## src/rtl/slb_pkg.sv

```systemverilog
package slb_pkg;
  localparam int WORD_W  = 24;
  localparam int SEL_W   = 2;
  localparam int NLATCH  = 4;
  localparam int PAY_W   = WORD_W - SEL_W;
  localparam int REF_LSB = 2;
  localparam int REF_W   = 14;
  localparam int A_LSB   = 2;
  localparam int A_W     = 6;
  localparam int B_LSB   = 8;
  localparam int B_W     = 13;

  typedef enum logic [SEL_W-1:0] {
    SEL_REF  = 2'd0,
    SEL_NCNT = 2'd1,
    SEL_FUNC = 2'd2,
    SEL_INIT = 2'd3
  } latch_sel_e;
endpackage

```

## src/rtl/bit_sync.sv

```systemverilog
module bit_sync #(
  parameter int W      = 1,
  parameter int STAGES = 2
) (
  input  logic         clk,
  input  logic         rst,
  input  logic [W-1:0] pin,
  output logic [W-1:0] level
);
  logic [W-1:0] stage_q [STAGES];

  always_ff @(posedge clk) begin
    if (rst) begin
      for (int i = 0; i < STAGES; i++) stage_q[i] <= '0;
    end else begin
      stage_q[0] <= pin;
      for (int i = 1; i < STAGES; i++) stage_q[i] <= stage_q[i-1];
    end
  end

  assign level = stage_q[STAGES-1];
endmodule

```

## src/rtl/edge_rise.sv

```systemverilog
module edge_rise #(
  parameter int W = 1
) (
  input  logic         clk,
  input  logic         rst,
  input  logic [W-1:0] level,
  output logic [W-1:0] rise
);
  logic [W-1:0] prev_q;

  always_ff @(posedge clk) begin
    if (rst) prev_q <= '0;
    else     prev_q <= level;
  end

  assign rise = level & ~prev_q;
endmodule

```

## src/rtl/shift_capture.sv

```systemverilog
module shift_capture #(
  parameter int W = 24
) (
  input  logic         clk,
  input  logic         rst,
  input  logic         shift_en,
  input  logic         din,
  output logic [W-1:0] word
);
  always_ff @(posedge clk) begin
    if (rst)           word <= '0;
    else if (shift_en) word <= {word[W-2:0], din};
  end
endmodule

```

## src/rtl/latch_bank.sv

```systemverilog
module latch_bank
  import slb_pkg::*;
(
  input  logic                clk,
  input  logic                rst,
  input  logic                commit,
  input  logic [WORD_W-1:0]   word,
  output logic [REF_W-1:0]    ref_ratio,
  output logic                ref_valid,
  output logic                ref_zero_err,
  output logic [A_W-1:0]      a_count,
  output logic [B_W-1:0]      b_count,
  output logic [PAY_W-1:0]    func_word,
  output logic [PAY_W-1:0]    init_word,
  output logic [NLATCH-1:0]   load_strobe
);
  latch_sel_e         sel;
  logic [REF_W-1:0]   ref_field;
  logic [A_W-1:0]     a_field;
  logic [B_W-1:0]     b_field;
  logic [PAY_W-1:0]   payload;

  assign sel       = latch_sel_e'(word[SEL_W-1:0]);
  assign ref_field = word[REF_LSB +: REF_W];
  assign a_field   = word[A_LSB +: A_W];
  assign b_field   = word[B_LSB +: B_W];
  assign payload   = word[WORD_W-1:SEL_W];

  always_ff @(posedge clk) begin
    if (rst) begin
      ref_ratio    <= '0;
      ref_valid    <= 1'b0;
      ref_zero_err <= 1'b0;
      a_count      <= '0;
      b_count      <= '0;
      func_word    <= '0;
      init_word    <= '0;
      load_strobe  <= '0;
    end else begin
      load_strobe <= '0;
      if (commit) begin
        unique case (sel)
          SEL_REF: begin
            if (ref_field == '0) begin
              ref_zero_err <= 1'b1;
            end else begin
              ref_ratio      <= ref_field;
              ref_valid      <= 1'b1;
              ref_zero_err   <= 1'b0;
              load_strobe[0] <= 1'b1;
            end
          end
          SEL_NCNT: begin
            a_count        <= a_field;
            b_count        <= b_field;
            load_strobe[1] <= 1'b1;
          end
          SEL_FUNC: begin
            func_word      <= payload;
            load_strobe[2] <= 1'b1;
          end
          SEL_INIT: begin
            init_word      <= payload;
            load_strobe[3] <= 1'b1;
          end
          default: ;
        endcase
      end
    end
  end
endmodule

```

## src/rtl/serial_latch_bank.sv

```systemverilog
module serial_latch_bank
  import slb_pkg::*;
#(
  parameter int SYNC_STAGES = 2
) (
  input  logic                clk,
  input  logic                rst,
  input  logic                ser_clk,
  input  logic                ser_dat,
  input  logic                ser_load,
  output logic [REF_W-1:0]    ref_ratio,
  output logic                ref_valid,
  output logic                ref_zero_err,
  output logic [A_W-1:0]      a_count,
  output logic [B_W-1:0]      b_count,
  output logic [PAY_W-1:0]    func_word,
  output logic [PAY_W-1:0]    init_word,
  output logic [NLATCH-1:0]   load_strobe
);
  localparam int NPIN = 3;

  logic [NPIN-1:0]   pins_lvl;
  logic [1:0]        edge_hit;
  logic [WORD_W-1:0] shift_word;

  bit_sync #(.W(NPIN), .STAGES(SYNC_STAGES)) u_sync (
    .clk   (clk),
    .rst   (rst),
    .pin   ({ser_load, ser_clk, ser_dat}),
    .level (pins_lvl)
  );

  edge_rise #(.W(2)) u_edges (
    .clk   (clk),
    .rst   (rst),
    .level (pins_lvl[2:1]),
    .rise  (edge_hit)
  );

  shift_capture #(.W(WORD_W)) u_shift (
    .clk      (clk),
    .rst      (rst),
    .shift_en (edge_hit[0]),
    .din      (pins_lvl[0]),
    .word     (shift_word)
  );

  latch_bank u_bank (
    .clk          (clk),
    .rst          (rst),
    .commit       (edge_hit[1]),
    .word         (shift_word),
    .ref_ratio    (ref_ratio),
    .ref_valid    (ref_valid),
    .ref_zero_err (ref_zero_err),
    .a_count      (a_count),
    .b_count      (b_count),
    .func_word    (func_word),
    .init_word    (init_word),
    .load_strobe  (load_strobe)
  );
endmodule

```

## config.mk

```make
export PLATFORM = sky130hd
export DESIGN_NAME = serial_latch_bank
export DESIGN_NICKNAME = d
export VERILOG_FILES = /design/src/rtl/slb_pkg.sv /design/src/rtl/bit_sync.sv /design/src/rtl/edge_rise.sv /design/src/rtl/shift_capture.sv /design/src/rtl/latch_bank.sv /design/src/rtl/serial_latch_bank.sv
export SDC_FILE = /design/constraint.sdc
export NUM_CORES = 1
export LEC_CHECK = 0
export BUFFER_PORTS_ARGS = -buffer_cell sky130_fd_sc_hd__buf_2
export CAP_MARGIN = 20
export CORE_MARGIN = 2
export CORE_UTILIZATION = 53
export CTS_CLUSTER_SIZE = 30
export DETAILED_ROUTE_END_ITERATION = 6
export PLACE_DENSITY_LB_ADDON = 0.3
export REMOVE_ABC_BUFFERS = 1
export SLEW_MARGIN = 20
export SYNTH_ARGS = -nofsm -noshare
export SYNTH_HDL_FRONTEND = slang
export SYNTH_HIERARCHICAL = 1
export SYNTH_SLANG_ARGS = --single-unit
```

## constraint.sdc

```tcl
create_clock -name clk -period 1.9 [get_ports clk]
set_input_delay 0.095 -clock clk [delete_from_list [all_inputs] [get_ports clk]]
set_output_delay 0.095 -clock clk [all_outputs]
set_load 0.005 [all_outputs]
```

==> flow_summary.json, run 1 <==
{
  "rrSetupSlack_ns": 0.23,
  "cts.path.max_buffers": 2,
  "gp_congestion": 0.780,
  "setup_viol_count_final": 0,
  "final_hold_viol_count": 0,
  "path_max_fanout": 15,
  "synth_area_per_cell_um2": 8.98,
  "cts.sinks": 115,
  "h-tree-depth": 4,
  "crit_required_ns": 2.27,
  "wirelength_um": 9770,
  "initial_core_util_pct": 54.0,
  "ys.flop_type": "dfxtp_1",
  "postCtsSetupBuffers": 0,
  "first_pass_iters": 6,
  "critPathCaptureType": "flip-flop",
  "grt_max_degree": 68,
  "max-cap-violations": 0,
  "netlist.area_leader.share_pct": 55.7,
  "cp_num_buf_inv": 0,
  "layout.nets": 555,
  "p_clk_share_pct": 57.5,
  "power_density_mw_per_mm2": 1120,
  "via_count": 3436,
  "layout.cells.non_filler": 665,
  "total_power_mw": 5.95,
  "period_minus_slack_ns": 1.67,
  "max_slew_margin_pct": 69.2,
  "clkLatencyLatePin_ns": 0.50,
  "layout-drive-gt1-share_pct": 26.6,
  "path_cells": "nor4_1, nand4_1, and2_4, nor2b_1",
  "pwr-share-comb_pct": 1.7,
  "power.leakage_nw": 2.17,
  "cts_tree": "done",
  "synth_cell_types": 28,
  "grt_setup_unrepaired": "false",
  "rows": 32,
  "path_class": "reg2reg",
  "via_per_inst": 5.17,
  "synth_seq_area_share_pct": 55.7,
  "p_sw_share_pct": 19.4,
  "fin_crit_sh_pct": 88.1,
  "netlist_top_cells_count": "nand2_1, dfxtp_1, a21oi_1, nor2_1, mux2i_1",
  "syn2layout_area_growth_pct": 28.4,
  "final.setup_skew_ns": 0.00811,
  "crit_family": "simple AND/OR/NAND/NOR gates",
  "n_antenna_cell": 0,
  "dp.cells": 630,
  "clock.fmax_mhz": 597,
  "maxSlewViolCount": 0,
  "hold_class": "in2reg",
  "worstPathArrival_ns": 2.05,
  "internal_power_mw": 4.79,
  "clkTransAtPathRegs_ns": 0.06,
  "synth.area.top_cells": "dfxtp_1, nand2_1, a21oi_1",
  "io_pins": 88,
  "antenna_found_initial": 0,
  "synth-seq-cells": 115,
  "drt-initial-drc-count": 212,
  "numPortBuffers": 87,
  "yosysMostFrequentCell": "nand2_1",
  "slowest_delay_ns": 0.41,
  "grt_usage_pct": 23.6,
  "cts_inserted_buffers": 17,
  "die_x_um": 92.3,
  "postRouteAntennaNets": 0,
  "ir_drop_v": 0.000652,
  "overflow": 0,
  "synth_edf_count": 0,
  "worst_pin_slew_ns": 0.461,
  "synth_largest_area_cell": "dfxtp_1",
  "root_buffer": "clkbuf_8",
  "place_hpwl_um": 5860,
  "drc": 0,
  "syn_inst": 460,
  "worst_setup_path_start_kind": "flip-flop",
  "wl_per_cell_um": 14.7,
  "grt_pass1_vias": 3275,
  "p_seq_share_pct": 40.8,
  "fp.dieArea_mm2": 0.00852,
  "p_sw_mw": 1.15,
  "core_area_mm2": 0.00765,
  "die_y_um": 92.3,
  "status": "finished, final reports clean",
  "synth_area_mm2": 0.00413,
  "async_flop_share_pct": 0,
  "fin_setup_tns_ns": 0,
  "ys_warn_count": 6,
  "fin_util_pct": 69.4,
  "grt_pass1_wl_um": 15800,
  "ctsResizeCount": 0,
  "cp_slowest_cell": "nor4_1"
}
## flip-flops by register name, indices dropped and copies added (netlist names)
name	count
u_bank/ref_ratio	14
u_bank/init_word	22
u_sync/stage_q	6
u_shift/word	24
u_bank/load_strobe	4
u_bank/a_count	6
u_bank/ref_zero_err	1
u_bank/func_word	22
u_bank/b_count	13
u_edges/prev_q	2
u_bank/ref_valid	1
## cell usage in the layout, fill, tap and decap left out, types with 3 or more instances in the layout
master | netlist | layout
nand4b_1 | 10 | 10
nor2_1 | 30 | 30
clkinv_2 | 0 | 3
o21ai_0 | 4 | 4
bufinv_16 | 0 | 5
clkinvlp_4 | 0 | 3
buf_4 | 3 | 14
buf_2 | 7 | 86
a21oi_1 | 64 | 64
dlygate4sd3_1 | 0 | 3
clkbuf_16 | 0 | 16
mux2i_1 | 24 | 24
clkbuf_8 | 0 | 3
nand3b_1 | 5 | 5
nor2b_1 | 9 | 9
nand2_1 | 127 | 127
nor4_1 | 3 | 3
nand2b_1 | 14 | 14
dfxtp_1 | 115 | 115
o21ai_2 | 10 | 10
## per-layer routing
metal,part of all wire [%],global-route usage (%)
met1,43,30.0
met2,50,40.0
met3,5.9,5.37
met4,0.97,7.71
met5,0,0
## path summary, 6_finish.rpt
| kind | cells after the start | startpoint | to |
|---|---|---|---|
| worst max-delay path | 4 | u_shift/word[9] | u_bank/load_strobe[0] |
| worst min-delay path | 2 | rst | u_sync/stage_q[0][2] |
| worst max register to register | 4 | u_shift/word[9] | u_bank/load_strobe[0] |
| worst min register to register | 1 | u_sync/stage_q[0][1] | u_sync/stage_q[0][4] |
## metrics by stage
step / hold slack [ns] / setup slack (ns) / area (µm²)
floorplan: 0.164 / 0.202 / 3940
CTS: 0.0180 / 0.282 / 5310
global route: 0.0473 / 0.119 / 5310
detailed placement: 0.307 / 0.299 / 4630
finish: 0.0278 / 0.226 / 5310
global placement: 0.308 / 0.352 / 4630
## power by group through the flow
stage               Clock (mW)  Sequential (mW)  Combinational (mW)
floorplan                    0             2.48              0.0388
global placement             0             2.48              0.0941
detailed placement           0             2.48              0.0957
CTS                       3.45             2.43               0.102
global route              3.57             2.42               0.109
finish                    3.42             2.43               0.101
## kinds of logic (layout without fill, tap and decap cells)
| logic type | Yosys count | count (layout) | share of synthesized area [%] |
|---|---|---|---|
| simple gates | 208 | 208 | 23.1 |
| flops | 115 | 115 | 55.7 |
| compound gates | 78 | 78 | 10.4 |
| buf+inv | 34 | 137 | 4.72 |
| mux | 25 | 25 | 6.09 |
## what timing repair did
item | in CTS | in global routing
hold buffers | 3 | 0
setup endpoints to repair | 0 | 0
endpoints found under the hold margin | 3 | 0
## layout make-up
cell class,count,area [µm²]
timing repair buffer,104,586
clock buffer,19,442
clock inverter,13,205
inverter,1,3.75
fill,622,2340
multi-input combinational,311,1640
sequential,115,2300
tap,102,128
## worst register-to-register path, stage by stage, from the launching register on
cell     delay, ns
dfxtp_1       0.37
nor4_1        0.41
nand4_1       0.29
and2_4        0.32
nor2b_1       0.15
Note: power is estimated with default switching activity, not from simulation.
==> run 2: changes to the inputs <==
Settings changed: CORE_UTILIZATION 53 to 58.
Clock period 1.9 ns to 2.05 ns, I/O delays scaled along.
==> run 2 against run 1 <==
Fmax rose by 8.6%. Cell count is 1.1% lower. Register-to-register slack improved by 0.28 ns. Design area fell by 1.4%. Setup slack better by 0.28 ns. Clock skew shrank 0.00082 ns. Non-clock buffer count is 1 lower. Clock-buffer cell count up 3. Worst hold slack gained 0.31 ns. Critical path type unchanged. Largest cell class unchanged. Largest power group unchanged.
==> flow_summary.json, run 2 (synthesis results as in run 1) <==
{
  "wirelength_um": 9930,
  "cts.path.max_buffers": 2,
  "crit_required_ns": 2.50,
  "maxSlewViolCount": 0,
  "h-tree-depth": 4,
  "worstHoldStart": "ser_load",
  "layout.nets": 554,
  "layout-drive-gt1-share_pct": 25.8,
  "placed_area_mm2": 0.00461,
  "cts_tree": "done",
  "grt_pass1_vias": 3234,
  "wl_per_cell_um": 15.1,
  "antenna_found_initial": 0,
  "syn2layout_area_growth_pct": 26.6,
  "die_y_um": 88.4,
  "max_slew_margin_pct": 70.1,
  "worst-r2r-cell-count": 5,
  "largest_reg_flops": 24,
  "fin_area_mm2": 0.00523,
  "numPortBuffers": 87,
  "p_seq_share_pct": 43.0,
  "path_max_fanout": 12,
  "via_count": 3504,
  "regMostFlops": "u_shift/word",
  "die_x_um": 88.4,
  "io_pins": 88,
  "worst_pin_slew_ns": 0.449,
  "root_buffer": "clkbuf_8",
  "rows": 30,
  "cts.sinks": 115,
  "p_sw_share_pct": 19.8,
  "p_clk_share_pct": 55.1,
  "fin_setup_tns_ns": 0,
  "worst_setup_path_start_kind": "flip-flop",
  "p_sw_mw": 1.03,
  "rrSetupSlack_ns": 0.51,
  "via_per_inst": 5.33,
  "path_class": "reg2reg",
  "holdPathEnd": "u_sync/stage_q[0][2]",
  "pwr-share-comb_pct": 1.9,
  "final_cell_mix": "nand2_1, dfxtp_1, buf_2",
  "whs_ns": 0.336,
  "clkTransAtPathRegs_ns": 0.05,
  "layout_commonest_cell": "nand2_1",
  "overflow": 0,
  "grt_max_degree": 49,
  "clock.fmax_mhz": 649,
  "internal_power_mw": 4.19,
  "clkLatencyLatePin_ns": 0.51,
  "place_hpwl_um": 5940,
  "critPathCaptureType": "flip-flop",
  "first_pass_iters": 5,
  "power_density_mw_per_mm2": 999,
  "grt_usage_pct": 26.4,
  "whs_path_depth": 3,
  "grt_pass1_wl_um": 15600,
  "r2r-start": "u_shift/word[4]",
  "total_power_mw": 5.22,
  "fin_util_pct": 76.6,
  "core_area_mm2": 0.00683,
  "setup_viol_count_final": 0,
  "worstPathArrival_ns": 1.99,
  "reg.largest.list": "u_shift/word (24), u_bank/func_word (22), u_bank/init_word (22)",
  "fin_crit_sh_pct": 75.2,
  "hold_class": "in2reg",
  "regToRegEndpoint": "u_bank/ref_zero_err",
  "postRouteAntennaNets": 0,
  "max-cap-violations": 0,
  "grt_setup_unrepaired": "false",
  "final_hold_viol_count": 0,
  "power.leakage_nw": 2.14,
  "n_antenna_cell": 0,
  "ir_drop_v": 0.000746,
  "drt-initial-drc-count": 269,
  "gp_congestion": 0.817,
  "drc": 0,
  "initial_core_util_pct": 60.5,
  "status": "finished, final reports clean",
  "final.setup_skew_ns": 0.00729,
  "period_minus_slack_ns": 1.54,
  "cts_inserted_buffers": 17,
  "fp.dieArea_mm2": 0.00781
}
## run 2: cell types whose count changed in the layout (fill, tap and decap cells not counted)
cell,previous run,this run
clkinvlp_4,3,1
buf_4,14,12
clkinv_2,3,5
dlygate4sd3_1,3,4
inv_6,1,0
clkbuf_1,0,3
bufinv_16,5,3
## run 2: per-stage QoR
stage,cells,setup slack [ns]
4_1_cts,658,0.542
3_5_place_dp,622,0.570
5_1_grt,658,0.352
2_1_floorplan,427,0.352
3_3_place_gp,622,0.592
6_report,658,0.509
## run 2: worst max-delay path by stage
stage	startpoint	endpoint	slack, ns	cells after the start
floorplan	u_sync/stage_q[0][5]	u_bank/ref_ratio[0]	0.35	4
global placement	u_shift/word[4]	u_bank/ref_zero_err	0.59	5
detailed placement	u_shift/word[4]	u_bank/ref_zero_err	0.57	5
CTS	u_shift/word[4]	u_bank/ref_zero_err	0.54	5
global route	u_shift/word[4]	u_bank/ref_zero_err	0.35	5
finish	u_shift/word[4]	u_bank/ref_zero_err	0.51	5
## run 2: layout make-up
type,count,area [µm²]
inverters,1,3.75
multi-input cells,311,1640
well taps,96,120
repair buffers,103,581
clock inverters,10,131
fillers,498,1600
flip-flops and latches,115,2300
clock buffers,22,453
## run 2: power groups by stage
stage	registers, mW	logic (mW)	clock network (mW)
after floorplan	2.29	0.0360	0
after detailed placement	2.30	0.0903	0
after global placement	2.29	0.0892	0
after global routing	2.25	0.105	3.01
after CTS	2.25	0.0968	2.91
final	2.25	0.0968	2.88
## run 2: timing repair
item,4_1_cts,5_1_grt
buffers inserted,0,0
hold buffers,4,0
resized for setup,0,0
hold endpoints to repair,19,0
## run 2: critical path: stages, from the launching register on
cell and delay, ns:
dfxtp_1 0.39, nor4_1 0.36, nand4_1 0.17, buf_4 0.21
mux2_2 0.26, nor2_1 0.08
## run 2: routing by layer
| layer | track usage, % | vias up | wire length [µm] |
|---|---|---|---|
| li1 | - | 1702 | - |
| met4 | 12.3 | 0 | 166 |
| met2 | 44.1 | 148 | 4930 |
| met1 | 32.6 | 1641 | 4180 |
| met3 | 5.88 | 13 | 657 |
| met5 | 0 | - | 0 |
